[src/rtl/rom_cart_reader.sv]
module rom_cart_reader #(
  parameter int CLK_NS    = 4,
  parameter int ACCESS_NS = 250,
  parameter int OFF_W     = 14,
  parameter int DATA_W    = 8
) (
  input  logic              clk,
  input  logic              rst_n,
  input  logic              rd_req,
  input  logic [OFF_W-1:0]  rd_off,
  input  logic              dump_req,
  output logic [OFF_W+1:0]  rom_addr,
  input  logic [DATA_W-1:0] rom_data,
  output logic              port_en,
  output logic              rom_oe_n,
  output logic              rom_ce_n,
  output logic              rom_pgm_n,
  output logic              busy,
  output logic              rd_valid,
  output logic [DATA_W-1:0] rd_data,
  output logic              done
);
  localparam int WAIT  = (ACCESS_NS + CLK_NS - 1) / CLK_NS + 1;
  localparam int CNT_W = $clog2(WAIT);
  localparam logic [OFF_W-1:0]  LAST_OFF = '1;
  localparam logic [CNT_W-1:0]  CNT_END  = CNT_W'(WAIT - 1);

  typedef enum logic [1:0] {S_IDLE, S_SETUP, S_ACCESS} st_t;
  st_t st;
  logic [OFF_W-1:0] off_q;
  logic [CNT_W-1:0] cnt;
  logic             dumping;

  assign rom_addr  = {2'b11, off_q};
  assign port_en   = (st == S_ACCESS);
  assign rom_ce_n  = ~port_en;
  assign rom_oe_n  = ~(rom_addr[OFF_W+1] & rom_addr[OFF_W] & port_en);
  assign rom_pgm_n = 1'b1;
  assign busy      = (st != S_IDLE);

  always_ff @(posedge clk or negedge rst_n) begin
    if (!rst_n) begin
      st       <= S_IDLE;
      off_q    <= '0;
      cnt      <= '0;
      dumping  <= 1'b0;
      rd_valid <= 1'b0;
      rd_data  <= '0;
      done     <= 1'b0;
    end else begin
      rd_valid <= 1'b0;
      done     <= 1'b0;
      unique case (st)
        S_IDLE: if (dump_req || rd_req) begin
          off_q   <= dump_req ? '0 : rd_off;
          dumping <= dump_req;
          st      <= S_SETUP;
        end
        S_SETUP: begin
          cnt <= '0;
          st  <= S_ACCESS;
        end
        S_ACCESS: if (cnt == CNT_END) begin
          rd_data  <= rom_data;
          rd_valid <= 1'b1;
          if (dumping && off_q != LAST_OFF) begin
            off_q <= off_q + 1'b1;
            st    <= S_SETUP;
          end else begin
            done    <= dumping;
            dumping <= 1'b0;
            st      <= S_IDLE;
          end
        end else begin
          cnt <= cnt + 1'b1;
        end
        default: st <= S_IDLE;
      endcase
    end
  end
endmodule


[config.mk]
export PLATFORM = sky130hd
export DESIGN_NAME = rom_cart_reader
export DESIGN_NICKNAME = d
export VERILOG_FILES = /design/src/rtl/rom_cart_reader.sv
export SDC_FILE = /design/constraint.sdc
export NUM_CORES = 1
export LEC_CHECK = 0
export BUFFER_PORTS_ARGS = -buffer_cell sky130_fd_sc_hd__buf_4
export CORE_MARGIN = 3
export CORE_UTILIZATION = 55
export CTS_CLUSTER_SIZE = 40
export DETAILED_ROUTE_END_ITERATION = 6
export PLACE_DENSITY = 0.85
export SKIP_LAST_GASP = 1
export SYNTH_ARGS = -nofsm -noshare
export SYNTH_HDL_FRONTEND = slang
export SYNTH_SLANG_ARGS = --single-unit
[constraint.sdc]
create_clock -name clk -period 2.7 [get_ports clk]
set_input_delay 0.27 -clock clk [delete_from_list [all_inputs] [get_ports clk]]
set_output_delay 0.27 -clock clk [all_outputs]
set_load 0.1 [all_outputs]
==> results of run 1 <==
through the flow:
stage	hold WS (ns)	instances	worst slack [ns]	instance area, um2
global placement	0.233	299	0.483	2240
floorplan	-0.0256	215	0.197	1860
finish	0.107	308	0.398	2310
global route	0.0967	308	0.142	2310
CTS	0.0995	308	0.395	2310
detailed placement	0.237	299	0.401	2240
power by group through the flow:
stage	Combinational [mW]	Sequential (mW)	Clock [mW]
after floorplan	0.0254	0.511	0
after global placement	0.0677	0.506	0
after detailed placement	0.0681	0.506	0
after CTS	0.0694	0.496	0.280
after global routing	0.0736	0.496	0.307
final	0.0685	0.496	0.273
state kept, by name, indices dropped and copies added (netlist names):
signal    cells
off_q        14
cnt           6
dumping       1
rd_data       8
st            2
rd_valid      1
done          1
cell type report:
cell class,instances,area share
well taps,44,0.0239
inverters,8,0.0130
multi-input cells,159,0.398
repair buffers,56,0.183
flip-flops and latches,33,0.358
clock buffers,5,0.0163
clock inverters,3,0.00759
timing repair:
| item | CTS | global route |
|---|---|---|
| buffers inserted | 0 | 0 |
| hold buffers | 1 | 0 |
| hold endpoints to repair | 33 | 0 |
worst max path at each step:
stage | from | to | slack (ns) | cells past startpoint
2_1_floorplan | off_q[0]$_DFFE_PN0P_ | off_q[10]$_DFFE_PN0P_ | 0.20 | 6
3_3_place_gp | cnt[0]$_DFFE_PN0P_ | off_q[0]$_DFFE_PN0P_ | 0.48 | 6
3_5_place_dp | cnt[0]$_DFFE_PN0P_ | off_q[5]$_DFFE_PN0P_ | 0.40 | 6
4_1_cts | cnt[0]$_DFFE_PN0P_ | off_q[11]$_DFFE_PN0P_ | 0.40 | 6
5_1_grt | cnt[0]$_DFFE_PN0P_ | off_q[5]$_DFFE_PN0P_ | 0.14 | 6
6_report | cnt[0]$_DFFE_PN0P_ | off_q[11]$_DFFE_PN0P_ | 0.40 | 6
per-layer routing:
| metal | up-vias | global-route usage |
|---|---|---|
| met5 | - | 0 |
| met4 | 0 | 0.0782 |
| met3 | 10 | 0.0580 |
| met2 | 64 | 0.406 |
| met1 | 873 | 0.297 |
| li1 | 867 | - |
critical path, cell delays in order, from the launching register on:
cell and delay, ns:
dfrtp_1 0.42, ha_1 0.25, and4_1 0.29, nand3_2 0.26
a22oi_4 0.65, a21oi_1 0.14, a31oi_1 0.20
synth_stat cells (2+ instances only):
master and n:
ha_1 2, and4_1 3, dfrtp_1 33, nand2_1 42
clkbuf_1 5, a31oi_1 9, a22o_1 3, nand4_1 5
nand4_2 2, mux2i_1 3, buf_2 2, nand2b_1 3
o21ai_0 15, a21oi_1 26, o31ai_1 3, a41oi_1 2
nand3_1 11, buf_4 5, nor2b_1 2, nor2_1 8
and3_1 3, inv_1 6
layout by cell type, fill, tap and decap left out, types with 2 or more instances in the layout:
cell type	netlist	routed
mux2i_1	3	3
conb_1	1	3
ha_1	2	2
and4_1	3	3
a22o_1	3	3
inv_1	6	6
nand4_1	5	5
o21ai_0	15	15
dfrtp_1	33	33
and3_1	3	3
o31ai_1	3	3
nand4_2	2	2
clkbuf_4	0	5
a41oi_1	2	2
nand3_1	11	11
clkinv_2	0	2
nor2b_1	2	2
a31oi_1	9	9
a21oi_1	26	26
nand2b_1	3	3
nand2_1	42	42
nor2_1	8	8
buf_4	5	55
cell families (layout without fill, tap and decap cells):
group	count (synthesis)	count (layout)
simple gates	82	82
other cells	1	3
fa+ha+maj	2	2
mux	3	3
buf+inv	23	72
compound gates	69	69
flops	33	33
==> out/results.ini, run 1 <==
[hold_path]
hold_end = rd_data[2]$_DFFE_PN0P_
hold_depth = 3
hold_path.class = input port to flop
hold_start = rom_data[2]

[route]
wirelength_mm = 4.59
wl_per_cell_um = 14.9
top_layer_used = met4
drt_pass1_iterations = 4
met1_length_mm = 1.88
num_vias = 1814
drt_iter0_drc = 196
met3WireLength_um = 319
drc = 0
drtAntennaViolNets = 0
met2WireLength_mm = 2.32
viasPerCell = 5.89

[final_layout]
multi_input_area_um2 = 918
fillCellCount = 255
area_delta_synth_final_pct = 24.5
seqCellArea_um2 = 826
nets = 291
drive_above_1_share = 0.261
diodes = 0
finish.utilization = 0.738

[sta]
min_period_ns = 2.30
worstMarginPinSlew_ns = 0.666
grt_setup_unrepaired = false
slew_viol_final = 0
setup-tns-final_ns = 0
max_slew_margin = 0.556
worst_clock_skew_ns = 0.0145
timing.final.crit_share = 0.853
final-hold-violation-count = 0
setup_viol_count_final = 0
fmax_ghz = 0.434

[pwr]
vdd_drop_max_mv = 0.335
power.total_mw = 0.837
switching_share = 0.261
p_leak_nw = 1.09
comb_power_share = 0.082
power_density_nw_per_um2 = 363
internal-power_mw = 0.619
seq_power_share = 0.592
power.share.clock = 0.326
switchingPower_mw = 0.219

[setup_path]
critPathKind = flop to flop
cp-start-kind = flop
r2r_slack_ns = 0.40
reg2regPathDepth = 6
r2r_end = off_q[11]$_DFFE_PN0P_
critPathCaptureType = flop
reg2reg_from = cnt[0]$_DFFE_PN0P_
path_max_fanout = 26
cp.required_ns = 2.95
cp.arrival_ns = 2.55

[synthesis]
synth_mux_area_frac = 0.0162
yosys.area.top_type_share = 0.446
async_reset_ff_frac = 1.00
synth_flop_cell = dfrtp_1
syn-instance-count = 213
ys.warnings.count = 0
ys_types = 42
synth_xor_area_frac = 0
synth_edf_count = 0
synth_top_family_by_area = compound AO/OA/AOI/OAI gates
synthAdderAreaFrac = 0.0135
yosys_register_bits = 33
yosys.area_share.simple = 0.216
synth_top_cell_by_area = dfrtp_1
synth_area_leaders = dfrtp_1, nand2_1, a21oi_1, o21ai_0, a31oi_1
synth_area_um2 = 1850
yosysSeqAreaShare = 0.446
syn_avg_cell_area_um2 = 8.70
synth-compound-area-share = 0.244

[global_routing]
grt_pass1_wl_mm = 7.69
grt_pass1_vias = 1685
overflow = 0
antenna_found_initial = 0
grt_start_max_net_pins = 34
grt_usage = 0.240

[floorplanning]
io_pins = 57
die_area_um2 = 4100
start_util = 0.592
die_y_um = 64.0
coreArea_um2 = 3130
fp.dieW_um = 64.0
rows = 20

[place]
port_buffers = 53
dp_hpwl_mm = 3.30
place_congestion = 0.858

[clocking]
htree_levels = 2
cts_resized = 0
cts-root-buf = clkbuf_4
path_clk_slew_ns = 0.11
cts_sinks = 33
cts_inserted_buffers = 5
cts_tree = yes
clk_latency_ns = 0.35
cts_max_path_buffers = 2

[flow_run]
cap_violations = 0

[run_status]
status = completed

(Power assumes the default switching activity.)
==> run 2, diff against run 1 <==
--- a/config.mk
+++ b/config.mk
@@ -11,6 +11,8 @@
 export CTS_CLUSTER_SIZE = 40
 export DETAILED_ROUTE_END_ITERATION = 6
 export PLACE_DENSITY = 0.85
+export RECOVER_POWER = 25
+export SKIP_CTS_REPAIR_TIMING = 1
 export SKIP_LAST_GASP = 1
 export SYNTH_ARGS = -nofsm -noshare
 export SYNTH_HDL_FRONTEND = slang
==> out/results.ini, run 2 (synthesis gave the netlist of run 1 again) <==
[floorplanning]
die_y_um = 64.0  ; unchanged
io_pins = 57  ; unchanged
coreArea_um2 = 3130  ; unchanged
start_util = 0.592  ; unchanged
rows = 20  ; unchanged
fp.dieW_um = 64.0  ; unchanged
die_area_um2 = 4100  ; unchanged

[clocking]
cts-root-buf = clkbuf_4
cts_sinks = 33  ; unchanged
path_clk_slew_ns = 0.11  ; about the same
cts_tree = yes
htree_levels = 2  ; unchanged
cts_max_path_buffers = 2  ; unchanged
cts_inserted_buffers = 5  ; unchanged
clk_latency_ns = 0.35  ; about the same

[route]
drt_iter0_drc = 196  ; unchanged
num_vias = 1812  ; -0.11%
wl_per_cell_um = 14.9  ; about the same
drt_pass1_iterations = 4  ; unchanged
drtAntennaViolNets = 0  ; unchanged
viasPerCell = 5.88  ; -0.11%
wirelength_mm = 4.59  ; about the same
drc = 0  ; unchanged

[sta]
setup_viol_count_final = 0  ; unchanged
slew_viol_final = 34  ; +34
worst_clock_skew_ns = 0.0145  ; unchanged
timing.final.crit_share = 0.853  ; about the same
fin_ws_ns = 0.398  ; -0.000193 ns
grt_setup_unrepaired = false
final-hold-violation-count = 0  ; unchanged
worstMarginPinSlew_ns = 1.74  ; +1.08 ns
max_slew_margin = -0.163  ; -0.719
min_period_ns = 2.30  ; +0.000193 ns
fmax_ghz = 0.434  ; about the same
setup-tns-final_ns = 0  ; unchanged

[global_routing]
overflow = 0  ; unchanged
antenna_found_initial = 0  ; unchanged
grt_pass1_vias = 1685  ; unchanged
grt_usage = 0.240  ; unchanged
grt_pass1_wl_mm = 7.69  ; unchanged
grt_start_max_net_pins = 34  ; unchanged

[setup_path]
path_max_fanout = 26  ; unchanged
cp.required_ns = 2.95  ; about the same
crit_buf_inv = 0  ; unchanged
cp.arrival_ns = 2.55  ; about the same
critical_path.top_delay_family = compound AO/OA/AOI/OAI gates
critPathKind = flop to flop
critPathSlowestCell = a22oi_4
cp-start-kind = flop
slowest_delay_ns = 0.65  ; about the same
critPathCaptureType = flop
path_cells = ha_1 -> and4_1 -> nand3_2 -> a22oi_4 -> a21oi_1 -> a31oi_1

[final_layout]
largest_reg_flops = 14  ; unchanged
final_cell_mix = buf_4, nand2_1, dfrtp_1, a21oi_1, o21ai_0
diodes = 0  ; unchanged
regMostFlops = off_q
area_delta_synth_final_pct = 24.3
mostFrequentLayoutCell = buf_4
nets = 291  ; unchanged
reg_top3 = off_q: 14 flops, rd_data: 8 flops, cnt: 6 flops
finalInstanceArea_um2 = 2300  ; -0.16%
drive_above_1_share = 0.258  ; -0.00379

[hold_path]
hold_path.class = input port to flop

[run_status]
failed_checks = max-capacitance violations, max-slew violations
status = complete, but fails checks

[place]
dp_hpwl_mm = 3.30  ; unchanged
port_buffers = 53  ; unchanged
place_congestion = 0.858  ; unchanged
placed_area_um2 = 2240  ; unchanged
place_ws_ns = 0.401  ; unchanged

[pwr]
internal-power_mw = 0.618  ; -0.10%
seq_power_share = 0.593  ; about the same
p_leak_nw = 1.09  ; -0.33%
power.share.clock = 0.326  ; about the same
switchingPower_mw = 0.219  ; about the same
power_density_nw_per_um2 = 363  ; about the same
vdd_drop_max_mv = 0.335  ; about the same
switching_share = 0.262  ; about the same
comb_power_share = 0.081  ; about the same

[flow_run]
cap_violations = 1  ; +1

run 2: worst min-delay path, delay by kind of cell:
kind,cells,cell delay [ns]
buffers and inverters,1,0.08
AND/OR/NAND/NOR,2,0.08
run 2: path summary, 6_finish.rpt:
check / from / to / slack, ns / cells after the start
worst min register to register: rd_data[0]$_DFFE_PN0P_ / rd_data[0]$_DFFE_PN0P_ / 0.49 / 2
worst min-delay path: rom_data[2] / rd_data[2]$_DFFE_PN0P_ / 0.11 / 3
max in group asynchronous: rst_n / cnt[2]$_DFFE_PN0P_ / 0.77 / 2
worst max-delay path: cnt[0]$_DFFE_PN0P_ / off_q[11]$_DFFE_PN0P_ / 0.40 / 6
min in group asynchronous: rst_n / off_q[7]$_DFFE_PN0P_ / 0.91 / 2
worst max register to register: cnt[0]$_DFFE_PN0P_ / off_q[11]$_DFFE_PN0P_ / 0.40 / 6
run 2: area by class of cell:
class,instances,area [um2]
clock buffer,5,37.5
clock inverter,3,17.5
fill,257,825
inverter,8,30.0
multi-input combinational,159,918
sequential,33,826
tap,44,55.1
timing repair buffer,56,419
run 2: through the flow:
step | hold WS, ns | std cells | total power [mW] | utilization
after floorplan | -0.0256 | 215 | 0.537 | -
after global placement | 0.233 | 299 | 0.573 | 0.717
after detailed placement | 0.237 | 299 | 0.574 | 0.717
after CTS | -0.145 | 307 | 0.845 | 0.734
after global routing | 0.0967 | 308 | 0.876 | 0.736
final | 0.107 | 308 | 0.837 | 0.736
run 2: power groups by stage:
stage | Sequential [mW] | Clock, mW | Combinational (mW)
4_1_cts | 0.496 | 0.280 | 0.0682
3_3_place_gp | 0.506 | 0 | 0.0677
6_report | 0.496 | 0.273 | 0.0677
2_1_floorplan | 0.511 | 0 | 0.0254
3_5_place_dp | 0.506 | 0 | 0.0681
5_1_grt | 0.497 | 0.307 | 0.0729
run 2: per-layer routing:
layer | vias up | GRT usage | routed length, um
li1 | 867 | - | -
met1 | 871 | 0.297 | 1890
met2 | 64 | 0.406 | 2310
met3 | 10 | 0.0580 | 319
met4 | 0 | 0.0782 | 66
met5 | - | 0 | 0
==> run 3, diff against run 2 <==
--- a/config.mk
+++ b/config.mk
@@ -5,6 +5,7 @@
 export SDC_FILE = /design/constraint.sdc
 export NUM_CORES = 1
 export LEC_CHECK = 0
+export ABC_AREA = 1
 export BUFFER_PORTS_ARGS = -buffer_cell sky130_fd_sc_hd__buf_4
 export CORE_MARGIN = 3
 export CORE_UTILIZATION = 55
@@ -12,7 +13,6 @@
 export DETAILED_ROUTE_END_ITERATION = 6
 export PLACE_DENSITY = 0.85
 export RECOVER_POWER = 25
-export SKIP_CTS_REPAIR_TIMING = 1
 export SKIP_LAST_GASP = 1
 export SYNTH_ARGS = -nofsm -noshare
 export SYNTH_HDL_FRONTEND = slang
==> out/results.ini, run 3 <==
[run_status]
status = complete, but fails checks
failed_checks = max-capacitance violations, max-slew violations

[clocking]
cts_resized = 0
cts_max_path_buffers = 2  ; unchanged
cts_inserted_buffers = 5  ; unchanged
cts-root-buf = clkbuf_4
cts_sinks = 33  ; unchanged
htree_levels = 2  ; unchanged
cts_setup_buffers = 0
clk_latency_ns = 0.35  ; about the same
path_clk_slew_ns = 0.10  ; about the same
cts_tree = yes

[final_layout]
area_delta_synth_final_pct = 25.3
mostFrequentLayoutCell = nand2_1
layout.cells.non_filler = 356  ; +16%
largest_reg_flops = 14  ; unchanged
diodes = 0  ; unchanged
finish.utilization = 0.746  ; +0.0101
drive_above_1_share = 0.256  ; -0.00117
nets = 339  ; +16%
final_cell_mix = nand2_1, buf_4, dfrtp_1, inv_1, nand3_1
reg_top3 = off_q: 14 flops, rd_data: 8 flops, cnt: 6 flops
regMostFlops = off_q

[pwr]
power.share.clock = 0.116  ; -0.210
seq_power_share = 0.281  ; -0.312
p_leak_nw = 1.20  ; +9.8%
power_density_nw_per_um2 = 1190  ; +230%
internal-power_mw = 1.15  ; +87%
vdd_drop_max_mv = 0.939  ; +180%
comb_power_share = 0.603  ; +0.522
switchingPower_mw = 1.67  ; +660%
switching_share = 0.591  ; +0.329

[setup_path]
path_max_fanout = 33  ; +27%
worstSetupEndpoint = st[1]$_DFFE_PN0P_
slowest_delay_ns = 1.27  ; +0.62 ns
cp.required_ns = 2.83  ; -0.12 ns
cp.arrival_ns = 2.08  ; -0.47 ns
critical_path.top_delay_family = buffers and inverters
cp-start-kind = input port
critPathSlowestCell = clkbuf_1
crit_start = rst_n
critPathCaptureType = asynchronous set/reset pin
cp.depth = 2  ; -4
r2r_slack_ns = 0.94  ; +0.54 ns
crit_buf_inv = 2  ; +2
path_cells = dlygate4sd3_1 -> clkbuf_1
r2r_end = off_q[5]$_DFFE_PN0P_
critPathKind = input port to asynchronous set/reset pin
reg2regPathDepth = 11  ; +5
reg2reg_from = off_q[0]$_DFFE_PN0P_

[sta]
setup_viol_count_final = 0  ; unchanged
slew_viol_final = 34  ; unchanged
fmax_ghz = 0.512  ; +18%
min_period_ns = 1.95  ; -0.347 ns
setup-tns-final_ns = 0  ; unchanged
grt_setup_unrepaired = false
timing.final.crit_share = 0.724  ; -0.129
worst_clock_skew_ns = 0.0130  ; -0.00145 ns
final-hold-violation-count = 0  ; unchanged
max_slew_margin = -0.181  ; -0.0183
worstMarginPinSlew_ns = 1.77  ; +0.0275 ns

[floorplanning]
die_y_um = 64.7  ; +0.98%
die_area_um2 = 4180  ; +2.0%
io_pins = 57  ; unchanged
rows = 20  ; unchanged
fp.dieW_um = 64.7  ; +0.98%
start_util = 0.596  ; +0.00327
coreArea_um2 = 3180  ; +1.6%

[place]
place_inst = 347  ; +16%
dp_hpwl_mm = 3.23  ; -2.0%
port_buffers = 53  ; unchanged
place_congestion = 0.850  ; -0.93%

[global_routing]
antenna_found_initial = 0  ; unchanged
grt_pass1_wl_mm = 7.62  ; -0.90%
grt_usage = 0.234  ; -0.00517
grt_start_max_net_pins = 34  ; unchanged
overflow = 0  ; unchanged
grt_pass1_vias = 1753  ; +4.0%

[route]
drc = 0  ; unchanged
drt_pass1_iterations = 5  ; +1
wl_per_cell_um = 12.7  ; -15%
viasPerCell = 5.11  ; -13%
num_vias = 1819  ; +0.39%
drtAntennaViolNets = 0  ; unchanged
wirelength_mm = 4.51  ; -1.7%
drt_iter0_drc = 103  ; -47%

[hold_path]
hold_path.class = input port to flop

[synthesis]
synth_top_cell_by_area = dfrtp_1
yosys_register_bits = 33  ; unchanged
syn_avg_cell_area_um2 = 7.42  ; -15%
yosysMostFrequentCell = nand2_1
yosys.area.top_type_share = 0.436  ; -0.00943
yosysSeqAreaShare = 0.436  ; -0.00943
async_reset_ff_frac = 1.00  ; unchanged
synth_area_um2 = 1890  ; +2.2%
ys.warnings.count = 0  ; unchanged
synth_edf_count = 0  ; unchanged
synth_area_leaders = dfrtp_1, nand2_1, nand3_1, inv_1, nor2_1
synth_flop_cell = dfrtp_1
syn-instance-count = 255  ; +20%
netlist_top_cells_count = nand2_1, dfrtp_1, inv_1, nand3_1, nor2_1
ys_types = 31  ; -26%

[flow_run]
cap_violations = 1  ; unchanged

==> run 3: changes by cell type after synthesis, moves of 5 or more <==
| cell | previous run | this run |
|---|---|---|
| inv_1 | 6 | 19 |
| clkbuf_1 | 5 | 0 |
| a31oi_1 | 9 | 0 |
| nand2_1 | 42 | 102 |
| nand3_1 | 11 | 19 |
| nand2_2 | 0 | 8 |
| a21oi_1 | 26 | 4 |
| nor2_1 | 8 | 16 |
==> run 3: layer usage <==
layer	share of wire	GRT usage	vias up
li1	-	-	923
met1	0.42	0.295	819
met2	0.48	0.379	62
met3	0.065	0.0520	15
met4	0.027	0.119	0
met5	0	0	-
==> run 3: metrics by stage <==
step                      setup WS (ns)  cell area [um2]  hold slack, ns  power (mW)
after floorplan                   0.383             1900         -0.0256        2.19
after global placement             1.00             2300           0.236        2.46
after detailed placement          0.945             2300           0.240        2.50
after CTS                         0.817             2380           0.124        2.82
after global routing              0.422             2370           0.131        2.99
final                             0.745             2370           0.126        2.82
==> run 3: logic make-up after synthesis <==
family,after synthesis,synth area share
simple gates,158,0.366
fa+ha+maj,2,0.0132
compound gates,27,0.0853
flops,33,0.436
other cells,1,0.00198
buf+inv,30,0.0793
xor+xnor,4,0.0185
==> run 3: worst min path at each step <==
stage,start,end,slack (ns),cells after the start
6_report,rom_data[6],rd_data[6]$_DFFE_PN0P_,0.13,3
5_1_grt,rom_data[4],rd_data[4]$_DFFE_PN0P_,0.13,3
4_1_cts,rom_data[0],rd_data[0]$_DFFE_PN0P_,0.12,3
3_5_place_dp,rst_n,off_q[2]$_DFFE_PN0P_,0.24,1
3_3_place_gp,rst_n,off_q[2]$_DFFE_PN0P_,0.24,1
2_1_floorplan,rst_n,cnt[0]$_DFFE_PN0P_,-0.03,0
==> run 3: layout make-up <==
cell class              instances  area (um2)
clock buffers                   7        65.1
multi-input cells             194         925
clock inverters                 1        5.00
fillers                       262         806
repair buffers                 55         412
inverters                      22        85.1
flip-flops and latches         33         826
well taps                      44        55.1
==> run 3: power groups by stage <==
stage / logic [mW] / clock network, mW / registers [mW]
global placement: 1.67 / 0 / 0.789
finish: 1.70 / 0.327 / 0.792
floorplan: 0.917 / 0 / 1.27
detailed placement: 1.70 / 0 / 0.797
CTS: 1.71 / 0.326 / 0.787
global route: 1.82 / 0.356 / 0.811
==> run 3: repair_timing <==
action,CTS,global route
hold buffers,1,0
endpoints found under the hold margin,33,0
setup endpoints to repair,0,0
